--- src/rtl/edo_dram_pkg.sv ---
package edo_dram_pkg;

    typedef enum logic [2:0] {
        ST_IDLE      = 3'd0,
        ST_REFRESH   = 3'd1,
        ST_ACTIVATE  = 3'd2,
        ST_CAS_LOW   = 3'd3,
        ST_CAS_HIGH  = 3'd4,
        ST_ROW_OPEN  = 3'd5,
        ST_PRECHARGE = 3'd6
    } ctl_state_e;

endpackage

--- src/rtl/edo_wait_cnt.sv ---
// Down-counter timing one state's dwell; done when it reaches zero.
module edo_wait_cnt #(
    parameter int W = 4
) (
    input  logic         clk,
    input  logic         rst_n,
    input  logic         load,
    input  logic [W-1:0] load_val,
    output logic         done
);
    logic [W-1:0] cnt_q;

    always_ff @(posedge clk) begin
        if (!rst_n) begin
            cnt_q <= '0;
        end else if (load) begin
            cnt_q <= load_val;
        end else if (cnt_q != '0) begin
            cnt_q <= cnt_q - 1'b1;
        end
    end

    assign done = (cnt_q == '0);
endmodule

--- src/rtl/edo_row_tracker.sv ---
// Remembers the open row and watches row-strobe age and idle time.
module edo_row_tracker #(
    parameter int ROW_W    = 11,
    parameter int T_RAS    = 6,
    parameter int T_RASMAX = 10000,
    parameter int T_CASL   = 2,
    parameter int T_CP     = 1,
    parameter int T_IDLE   = 16
) (
    input  logic             clk,
    input  logic             rst_n,
    input  logic             row_load,
    input  logic [ROW_W-1:0] row_in,
    input  logic             row_active,
    input  logic             idle_tick,
    output logic             row_hit,
    output logic             ras_ok,
    output logic             ras_max_hit,
    output logic             idle_expired
);
    localparam int CNT_W = $clog2(T_RASMAX + 1) + 1;
    localparam int IDL_W = $clog2(T_IDLE + 1) + 1;
    // A page access from row_open adds T_CASL+T_CP cycles plus one more
    // row_open cycle before a close can follow.
    localparam logic [CNT_W-1:0] MAX_LIM = CNT_W'(T_RASMAX - T_CASL - T_CP - 1);
    localparam logic [CNT_W-1:0] MIN_LIM = CNT_W'(T_RAS - 1);
    localparam logic [IDL_W-1:0] IDL_LIM = IDL_W'(T_IDLE - 1);

    logic [ROW_W-1:0] row_q;
    logic [CNT_W-1:0] ras_cnt_q;
    logic [IDL_W-1:0] idle_cnt_q;

    always_ff @(posedge clk) begin
        if (!rst_n) begin
            row_q      <= '0;
            ras_cnt_q  <= '0;
            idle_cnt_q <= '0;
        end else begin
            if (row_load) row_q <= row_in;
            if (!row_active)              ras_cnt_q <= '0;
            else if (ras_cnt_q != '1)     ras_cnt_q <= ras_cnt_q + 1'b1;
            if (!idle_tick)               idle_cnt_q <= '0;
            else if (idle_cnt_q != '1)    idle_cnt_q <= idle_cnt_q + 1'b1;
        end
    end

    assign row_hit      = (row_q == row_in);
    assign ras_ok       = (ras_cnt_q >= MIN_LIM);
    assign ras_max_hit  = (ras_cnt_q >= MAX_LIM);
    assign idle_expired = idle_tick && (idle_cnt_q >= IDL_LIM);
endmodule

--- src/rtl/edo_dram_ctrl.sv ---
module edo_dram_ctrl
    import edo_dram_pkg::*;
#(
    parameter int ROW_W    = 11,
    parameter int COL_W    = 11,
    parameter int DQ_W     = 4,
    parameter int T_RCD    = 3,
    parameter int T_CASL   = 2,
    parameter int T_CP     = 1,
    parameter int T_RP     = 4,
    parameter int T_RAS    = 6,
    parameter int T_RASMAX = 10000,
    parameter int T_IDLE   = 16,
    localparam int ADDR_W  = ROW_W + COL_W,
    localparam int A_W     = (ROW_W > COL_W) ? ROW_W : COL_W
) (
    input  logic              clk,
    input  logic              rst_n,
    input  logic              host_req,
    input  logic [ADDR_W-1:0] host_addr,
    input  logic              host_we,
    input  logic [DQ_W-1:0]   host_wdata,
    output logic              host_ack,
    output logic [DQ_W-1:0]   host_rdata,
    input  logic              ref_req,
    output logic              ref_gnt,
    output logic [A_W-1:0]    mem_addr,
    output logic              mem_ras_n,
    output logic              mem_cas_n,
    output logic              mem_we_n,
    output logic              mem_oe_n,
    output logic [DQ_W-1:0]   mem_dq_out,
    output logic              mem_dq_oe,
    input  logic [DQ_W-1:0]   mem_dq_in
);
    localparam int T_M1 = (T_RCD > T_CASL) ? T_RCD : T_CASL;
    localparam int T_M2 = (T_CP > T_RP) ? T_CP : T_RP;
    localparam int T_MX = (T_M1 > T_M2) ? T_M1 : T_M2;
    localparam int TW   = $clog2(T_MX + 1) + 1;

    ctl_state_e        state_q, state_d;
    logic [ADDR_W-1:0] addr_q, addr_d;
    logic              we_q, we_d;
    logic [DQ_W-1:0]   wd_q, wd_d;
    logic              cap_q;
    logic              accept, row_load, row_active, idle_tick;
    logic              tmr_done, row_hit, ras_ok, ras_max_hit, idle_expired;
    logic              close_want;
    logic [TW-1:0]     tmr_val;

    edo_wait_cnt #(.W(TW)) u_tmr (
        .clk      (clk),
        .rst_n    (rst_n),
        .load     (state_d != state_q),
        .load_val (tmr_val),
        .done     (tmr_done)
    );

    edo_row_tracker #(
        .ROW_W(ROW_W), .T_RAS(T_RAS), .T_RASMAX(T_RASMAX),
        .T_CASL(T_CASL), .T_CP(T_CP), .T_IDLE(T_IDLE)
    ) u_rows (
        .clk          (clk),
        .rst_n        (rst_n),
        .row_load     (row_load),
        .row_in       (host_addr[ADDR_W-1:COL_W]),
        .row_active   (row_active),
        .idle_tick    (idle_tick),
        .row_hit      (row_hit),
        .ras_ok       (ras_ok),
        .ras_max_hit  (ras_max_hit),
        .idle_expired (idle_expired)
    );

    assign row_active = (state_q == ST_ACTIVATE) || (state_q == ST_CAS_LOW) ||
                        (state_q == ST_CAS_HIGH) || (state_q == ST_ROW_OPEN);
    assign idle_tick  = (state_q == ST_ROW_OPEN) && !host_req;
    assign close_want = ref_req || idle_expired || ras_max_hit || (host_req && !row_hit);

    // Next-state logic
    always_comb begin
        state_d = state_q;
        unique case (state_q)
            ST_IDLE: begin
                if (ref_req)       state_d = ST_REFRESH;
                else if (host_req) state_d = ST_ACTIVATE;
            end
            ST_REFRESH:   if (!ref_req) state_d = ST_IDLE;
            ST_ACTIVATE:  if (tmr_done) state_d = ST_CAS_LOW;
            ST_CAS_LOW:   if (tmr_done) state_d = ST_CAS_HIGH;
            ST_CAS_HIGH:  if (tmr_done) state_d = ST_ROW_OPEN;
            ST_ROW_OPEN: begin
                if (close_want) begin
                    if (ras_ok) state_d = ST_PRECHARGE;
                end else if (host_req) begin
                    state_d = ST_CAS_LOW;
                end
            end
            ST_PRECHARGE: if (tmr_done) state_d = ST_IDLE;
            default:      state_d = ST_IDLE;
        endcase
    end

    assign row_load = (state_q == ST_IDLE) && (state_d == ST_ACTIVATE);
    assign accept   = row_load || ((state_q == ST_ROW_OPEN) && (state_d == ST_CAS_LOW));
    assign addr_d   = accept ? host_addr  : addr_q;
    assign we_d     = accept ? host_we    : we_q;
    assign wd_d     = accept ? host_wdata : wd_q;

    always_comb begin
        unique case (state_d)
            ST_ACTIVATE:  tmr_val = TW'(T_RCD - 1);
            ST_CAS_LOW:   tmr_val = TW'(T_CASL - 1);
            ST_CAS_HIGH:  tmr_val = TW'(T_CP - 1);
            ST_PRECHARGE: tmr_val = TW'(T_RP - 1);
            default:      tmr_val = '0;
        endcase
    end

    // State register
    always_ff @(posedge clk) begin
        if (!rst_n) begin
            state_q <= ST_IDLE;
            addr_q  <= '0;
            we_q    <= 1'b0;
            wd_q    <= '0;
        end else begin
            state_q <= state_d;
            addr_q  <= addr_d;
            we_q    <= we_d;
            wd_q    <= wd_d;
        end
    end

    // Registered outputs, decoded from the next state
    always_ff @(posedge clk) begin
        if (!rst_n) begin
            cap_q      <= 1'b0;
            host_ack   <= 1'b0;
            host_rdata <= '0;
            ref_gnt    <= 1'b0;
            mem_addr   <= '0;
            mem_ras_n  <= 1'b1;
            mem_cas_n  <= 1'b1;
            mem_we_n   <= 1'b1;
            mem_oe_n   <= 1'b1;
            mem_dq_out <= '0;
            mem_dq_oe  <= 1'b0;
        end else begin
            cap_q    <= (state_q == ST_CAS_LOW) && (state_d == ST_CAS_HIGH);
            host_ack <= cap_q;
            if (cap_q && !we_q) host_rdata <= mem_dq_in;
            ref_gnt   <= 1'b0;
            mem_ras_n <= 1'b1;
            mem_cas_n <= 1'b1;
            mem_we_n  <= 1'b1;
            mem_oe_n  <= 1'b1;
            mem_dq_oe <= 1'b0;
            unique case (state_d)
                ST_IDLE, ST_PRECHARGE: begin end
                ST_REFRESH:  ref_gnt <= 1'b1;
                ST_ACTIVATE: begin
                    mem_ras_n <= 1'b0;
                    mem_addr  <= A_W'(addr_d[ADDR_W-1:COL_W]);
                end
                ST_CAS_LOW: begin
                    mem_ras_n  <= 1'b0;
                    mem_cas_n  <= 1'b0;
                    mem_addr   <= A_W'(addr_d[COL_W-1:0]);
                    mem_we_n   <= !we_d;
                    mem_oe_n   <= we_d;
                    mem_dq_oe  <= we_d;
                    mem_dq_out <= wd_d;
                end
                ST_CAS_HIGH: begin
                    mem_ras_n <= 1'b0;
                    mem_oe_n  <= we_d;
                end
                ST_ROW_OPEN: mem_ras_n <= 1'b0;
                default: begin end
            endcase
        end
    end
endmodule

--- config.mk ---
export PLATFORM = sky130hd
export DESIGN_NAME = edo_dram_ctrl
export DESIGN_NICKNAME = d
export VERILOG_FILES = /design/src/rtl/edo_dram_pkg.sv /design/src/rtl/edo_wait_cnt.sv /design/src/rtl/edo_row_tracker.sv /design/src/rtl/edo_dram_ctrl.sv
export SDC_FILE = /design/constraint.sdc
export NUM_CORES = 1
export LEC_CHECK = 0
export BUFFER_PORTS_ARGS = -buffer_cell sky130_fd_sc_hd__buf_4
export CORE_UTILIZATION = 50
export CTS_CLUSTER_DIAMETER = 100
export DETAILED_ROUTE_END_ITERATION = 8
export PLACE_DENSITY = 0.8
export SLEW_MARGIN = 20
export SYNTH_ARGS = -nofsm -noshare
export SYNTH_HDL_FRONTEND = slang
export SYNTH_SLANG_ARGS = --single-unit
--- constraint.sdc ---
create_clock -name clk -period 2.3 [get_ports clk]
set_clock_uncertainty 0.05 [all_clocks]
set_input_delay 0.23 -clock clk [delete_from_list [all_inputs] [get_ports clk]]
set_output_delay 0.23 -clock clk [all_outputs]
set_load 0.01 [all_outputs]
==> results.yml, run 1 <==
synthesis:
  dominantRegCellSynth: "dfxtp_1"
  netlist_area_um2: 4156
  synth.mux.area_fraction_pct: 8.549
  ys_ff_latch: 93
  synth-xor-area-share_pct: 5.900
  syn_avg_cell_area_um2: 9.216
  synth_top_family_by_area: "simple AND/OR/NAND/NOR gates"
  syn-instance-count: 451
  syn_nets: 491
  synth_compound_area_share_pct: 15.53
  yosysSeqAreaShare_pct: 44.79
  ys_warn_count: 0
  yosys.area_share.simple_pct: 19.99
  ys_async_sr_fraction_pct: 0
  synthDistinctLibCells: 59
  synthAdderAreaFrac_pct: 1.505
  synth-edff-count: 0
power_and_ir_drop:
  pwr_density_cell_nw_per_um2: 621.0
  leakage_nw: 2.254
  power_mw: 3.495
  vdd_drop_max_mv: 0.4555
sta:
  rsz0062_at_grt: "yes"
  relSlewSlack_pct: 58.28
  worst-slew-pin-transition_ps: 625.9
  fin_crit_sh_pct: 106.3
  fin_setup_tns_ps: -1031
  setup_viol: 20
  finalHoldViolCount: 0
  max_freq_mhz: 409.2
  whs_ps: 30.95
  worst_slack_ps: -143.8
  period_minus_slack_ps: 2444
  slew_viol_final: 0
routing:
  wirelength_mm: 11.11
  vias_per_cell: 5.682
  num_vias: 3767
  wl_met3_um: 485
  drt_first_pass_iters: 9
  met1_length_mm: 4.664
  highest_layer: "met4"
  dr_wl_met2_mm: 5.595
  wl_per_cell_um: 16.75
  drc: 0
  ant_nets: 0
  drt_iter0_drc: 305
clocking:
  clock_sinks: 93
  cts_tree: "built"
  htreeDepth: 3
  cts_root_buf: "clkbuf_8"
  cts_made_buffers: 9
  clockBufferDepth: 2
  clkLatencyLatePin_ps: 370
  clk_pin_slew_worst_paths_ps: 110
critical_path:
  startpoint_type: "flip-flop"
  path_class: "flip-flop to flip-flop"
  critical_path.top_delay_family: "compound AO/OA/AOI/OAI gates"
  path_cells: "a2111oi_4 > o311ai_4 > a211oi_4 > a31oi_4 > buf_12 > mux2i_2 > o2bb2ai_1 > a211oi_1"
  critical_path.max_stage_delay_ps: 410
  crit_path_max_fanout: 7
  required_ps: 2540
  crit_arrival_ps: 2680
  end_kind: "flip-flop"
  crit_slowest_cell: "a2111oi_4"
  path_buf_inv: 1
die:
  num_io_pins: 61
  start_util_pct: 52.70
  row_count: 32
  coreArea_um2: 7888
  fp.dieW_um: 93.18
  dieArea_um2: 8682
  die_height_um: 93.18
global_route:
  grt_use_total_pct: 23.48
  grt_pass1_wl_mm: 16.18
  grt_pass1_vias: 3543
  grt_overflow: 0
  grt_max_degree: 60
  antenna_found_initial: 0
placement:
  port-buffer-count: 60
  dp_hpwl_mm: 6.854
  place_congestion: 0.8619
layout:
  final_nets: 596
  final_cell_mix: "104 x buf_4, 88 x dfxtp_1, 73 x nor2_1, 42 x nand2_1, 19 x a21oi_1"
  post-route-util_pct: 71.35
  n_antenna_cell: 0
  layout-drive-gt1-share_pct: 34.58
  area_delta_synth_final_pct: 35.40
  final_common_cell: "buf_4"
run_status:
  violations: "negative setup slack"
  status: "finished, violations left"
run:
  cap_violations: 0
worst_hold_path:
  min_path_type: "input pin to flip-flop"
==> worst reg2reg max path, cell delays in order (launching register included) <==
cell       delay (ps)
dfxtp_2           340
a2111oi_4         410
o311ai_4          170
a211oi_4          380
a31oi_4           220
buf_12            210
mux2i_2           170
o2bb2ai_1         170
a211oi_1          250
==> cell usage after synthesis (4+ instances only) <==
| master | instances | area share (%) |
|---|---|---|
| inv_1 | 9 | 0.81 |
| nand4_1 | 11 | 1.7 |
| nand3_1 | 8 | 0.96 |
| clkbuf_1 | 15 | 1.4 |
| nor2_1 | 77 | 7.0 |
| a211oi_1 | 12 | 2.2 |
| xnor2_1 | 18 | 3.8 |
| and3_1 | 4 | 0.60 |
| buf_2 | 4 | 0.48 |
| nor4_1 | 4 | 0.60 |
| mux2i_1 | 34 | 8.2 |
| ha_1 | 5 | 1.5 |
| dfxtp_1 | 93 | 45 |
| a21oi_1 | 22 | 2.6 |
| nand2_1 | 43 | 3.9 |
| o2bb2ai_1 | 8 | 1.7 |
| and2_1 | 6 | 0.90 |
| xor2_1 | 10 | 2.1 |
==> path summary, 6_finish.rpt <==
| check | from | to | slack, ps | cells past startpoint |
|---|---|---|---|---|
| worst max-delay path | u_rows.ras_cnt_q[3]$_SDFFE_PN0P_ | mem_addr[0]$_SDFFE_PN0P_ | -140 | 8 |
| worst min-delay path | mem_dq_in[0] | host_rdata[0]$_SDFFE_PN0P_ | 30 | 3 |
| worst max register to register | u_rows.ras_cnt_q[3]$_SDFFE_PN0P_ | mem_addr[0]$_SDFFE_PN0P_ | -140 | 8 |
| worst min register to register | u_rows.row_q[8]$_SDFFE_PN0P_ | u_rows.row_q[8]$_SDFFE_PN0P_ | 430 | 2 |
==> cell families after synthesis <==
| group | after synthesis |
|---|---|
| AO/OA/AOI/OAI | 79 |
| multiplexers | 35 |
| buffers and inverters | 35 |
| adder cells (fa/ha/maj) | 5 |
| XOR/XNOR | 28 |
| flip-flops | 93 |
| AND/OR/NAND/NOR | 176 |
==> flip-flops by register name, summed over array words and instances, names as in the netlist, 3 cells and up <==
register / flops
u_tmr.cnt_q: 4
u_rows.ras_cnt_q: 15
mem_dq_out: 4
addr_q: 22
wd_q: 4
mem_addr: 11
state_q: 3
host_rdata: 4
u_rows.row_q: 11
u_rows.idle_cnt_q: 6
==> report_power, final <==
group,total (mW),switching (mW),internal [mW],leakage (nW)
registers,1.72,0.0438,1.68,0.758
logic,0.701,0.344,0.358,1.40
clock network,1.07,0.651,0.420,0.0984
total,3.49,1.04,2.46,2.25
==> timing repair <==
action,in CTS,in global routing
setup buffers,4,7
resized for setup,15,54
setup endpoints to repair,25,50
hold buffers,0,0
pin swaps,5,12
cloned,0,2
==> area by class of cell <==
type	instances	area [µm²]
Multi-Input combinational cell	323	2402
Fill cell	524	2260
Inverter	9	33.78
Timing Repair Buffer	120	1010
Sequential cell	93	1868
Tap cell	102	127.6
Clock buffer	9	123.9
Clock inverter	7	62.56
==> metal layers <==
layer,global-route usage [%],up-vias
li1,-,1794
met1,28.13,1786
met2,40.75,147
met3,4.553,40
met4,10.26,0
met5,0,-
==> metrics by stage <==
step | instances | instance area, µm² | worst slack [ps]
2_1_floorplan | 451 | 4160 | 12.38
3_3_place_gp | 634 | 4994 | -8.946
3_5_place_dp | 634 | 4994 | -106.0
4_1_cts | 654 | 5278 | -27.44
5_1_grt | 663 | 5628 | -257.1
6_report | 663 | 5628 | -143.8
Note: power is estimated with default switching activity, not from simulation.
==> run 2: changes to the inputs <==
Settings changed: ABC_AREA from default to 1.
==> results.yml, run 2 <==
run:
  cap_violations: 0
global_route:
  grt_use_total_pct: 23.27
  grt_pass1_vias: 3840
  grt_max_degree: 28
  grt_pass1_wl_mm: 16.70
  grt_overflow: 0
  antenna_found_initial: 0
sta:
  slew_viol_final: 0
  max_freq_mhz: 436.8
  setup_viol: 0
  period_minus_slack_ps: 2289
  finalHoldViolCount: 0
  worst-slew-pin-transition_ps: 538.9
  rsz0062_at_grt: "yes"
  whs_ps: 63.90
  relSlewSlack_pct: 63.85
  fin_crit_sh_pct: 99.54
  fin_setup_tns_ps: 0
  worst_slack_ps: 10.51
routing:
  dr_wl_met2_mm: 5.245
  wl_per_cell_um: 12.96
  wl_met3_um: 604
  num_vias: 4220
  drt_iter0_drc: 191
  wirelength_mm: 10.54
  drt_first_pass_iters: 5
  vias_per_cell: 5.191
  met1_length_mm: 4.478
  drc: 0
  highest_layer: "met4"
  ant_nets: 0
critical_path:
  crit_slowest_cell: "dfxtp_1"
  end_kind: "flip-flop"
  crit_path_max_fanout: 5
  startpoint_type: "flip-flop"
  critical_path.max_stage_delay_ps: 310
  path_cells: "inv_1 > ha_1 > nand3_1 > inv_2 > o21ai_1 > a21oi_1 > nand2_4 > buf_12 > xnor2_2 > nand2_2 > nand2_1 > nand2_1 > nor2_1 > nor2_1"
  crit_arrival_ps: 2480
  required_ps: 2490
  path_class: "flip-flop to flip-flop"
die:
  die_height_um: 95.55
  dieArea_um2: 9129
  start_util_pct: 52.46
  fp.dieW_um: 95.55
  coreArea_um2: 8341
  num_io_pins: 61
  row_count: 33
placement:
  placed_cells_incl_taps: 790
  port-buffer-count: 60
  placed_area_um2: 4955
  place_congestion: 0.8962
  dpl_worst_slack_ps: 20.69
  dp_hpwl_mm: 7.217
clocking:
  cts_root_buf: "clkbuf_8"
  clkLatencyLatePin_ps: 370
  clockBufferDepth: 2
  cts_tree: "built"
  htreeDepth: 3
  postCtsHoldBufs: 0
  clk_pin_slew_worst_paths_ps: 90
  cts_made_buffers: 9
  clock_sinks: 93
synthesis:
  syn_avg_cell_area_um2: 6.934
  synth-edff-count: 0
  netlist_area_um2: 4375
  ys_ff_latch: 93
  yosys.area.top_type: "dfxtp_1"
  yosysMostFrequentCell: "nand2_1"
  synthTopCellsByCount: "142 x nand2_1, 93 x dfxtp_1, 92 x inv_1, 78 x nor2_1, 51 x nand3_1"
  synth_area_leaders: "dfxtp_1 43%, nand2_1 12%, inv_1 7.9%"
  ys_async_sr_fraction_pct: 0
  syn-instance-count: 631
  synth.top_cell.area_share_pct: 42.55
  dominantRegCellSynth: "dfxtp_1"
  yosysSeqAreaShare_pct: 42.55
  synthDistinctLibCells: 36
  ys_warn_count: 0
  syn_nets: 671
layout:
  n_antenna_cell: 0
  area_delta_synth_final_pct: 23.28
  final_area_um2: 5394
  largest_register: "addr_q"
  final_common_cell: "nand2_1"
  stdcell_count: 813
  reg.largest.list: "addr_q: 22 flops, u_rows.ras_cnt_q: 15 flops"
  num-fill-cells: 726
  layout-drive-gt1-share_pct: 21.33
  largest_reg_flops: 22
  final_nets: 743
  final_cell_mix: "135 x nand2_1, 91 x inv_1, 82 x dfxtp_1, 75 x nor2_1, 75 x buf_4"
worst_hold_path:
  min_path_type: "input pin to flip-flop"
run_status:
  status: "complete, no violations"
power_and_ir_drop:
  vdd_drop_max_mv: 0.4461
  leakage_nw: 2.562
  pwr_density_cell_nw_per_um2: 757.4
## run 2: changes by cell type after synthesis, moves of 11 or more
cell,before,now
a21oi_1,22,33
o21ai_0,3,28
inv_1,9,92
nand3_1,8,51
mux2i_1,34,0
nor3_1,3,14
nand2_1,43,142
## run 2: area by class of cell
cell class / count / area (µm²) / area share, %
clock buffers: 10 / 127.6 / 2.366
clock inverters: 6 / 68.82 / 1.276
repair buffers: 81 / 669.4 / 12.41
inverters: 100 / 380.4 / 7.052
multi-input cells: 418 / 2138 / 39.64
well taps: 105 / 131.4 / 2.436
flip-flops and latches: 93 / 1878 / 34.82
## run 2: kinds of logic (layout without fill, tap and decap cells)
family                   count (synthesis)  in the layout  synth area share (%)
AND/OR/NAND/NOR                        326            326                 33.14
AO/OA/AOI/OAI                           73             73                 9.036
XOR/XNOR                                14             14                 2.802
flip-flops                              93             93                 42.55
adder cells (fa/ha/maj)                  5              5                 1.430
buffers and inverters                  120            197                 11.04
## run 2: metal layers
layer	GRT usage, %	vias to the layer above
li1	-	2129
met1	28.79	1926
met2	40.12	145
met3	3.907	20
met4	9.204	0
met5	0	-
## run 2: what timing repair did
action,CTS,global route
gates resized for setup,0,49
setup buffers,0,6
setup endpoints to repair,0,51
## run 2: worst paths after layout
| path | from | endpoint | slack [ps] | depth (start not counted) |
|---|---|---|---|---|
| max | u_tmr.cnt_q[1]$_SDFFE_PN0P_ | u_tmr.cnt_q[1]$_SDFFE_PN0P_ | 10 | 14 |
| min | mem_dq_in[1] | host_rdata[1]$_SDFFE_PN0P_ | 60 | 3 |
| max reg2reg | u_tmr.cnt_q[1]$_SDFFE_PN0P_ | u_tmr.cnt_q[1]$_SDFFE_PN0P_ | 10 | 14 |
| min reg2reg | cap_q$_SDFF_PN0_ | host_ack$_SDFF_PN0_ | 380 | 2 |
## run 2: power by group
part | internal, mW | switching [mW] | total (mW) | leakage, nW
Clock | 0.511 | 0.584 | 1.10 | 0.0973
Combinational | 0.475 | 0.661 | 1.14 | 1.70
Sequential | 1.77 | 0.0839 | 1.85 | 0.764
## run 2: worst max-delay path, delay by kind of cell, from the launching register on
family / cells / cell delay [ps]
compound gates: 2 / 330
xor+xnor: 1 / 190
fa+ha+maj: 1 / 210
buf+inv: 3 / 370
flops: 1 / 310
simple gates: 7 / 710
## run 2: stage by stage
step / util (%) / power, mW
2_1_floorplan: - / 2.578
3_3_place_gp: 59.41 / 2.865
3_5_place_dp: 59.41 / 2.895
4_1_cts: 61.76 / 3.984
5_1_grt: 64.67 / 4.330
6_report: 64.67 / 4.085
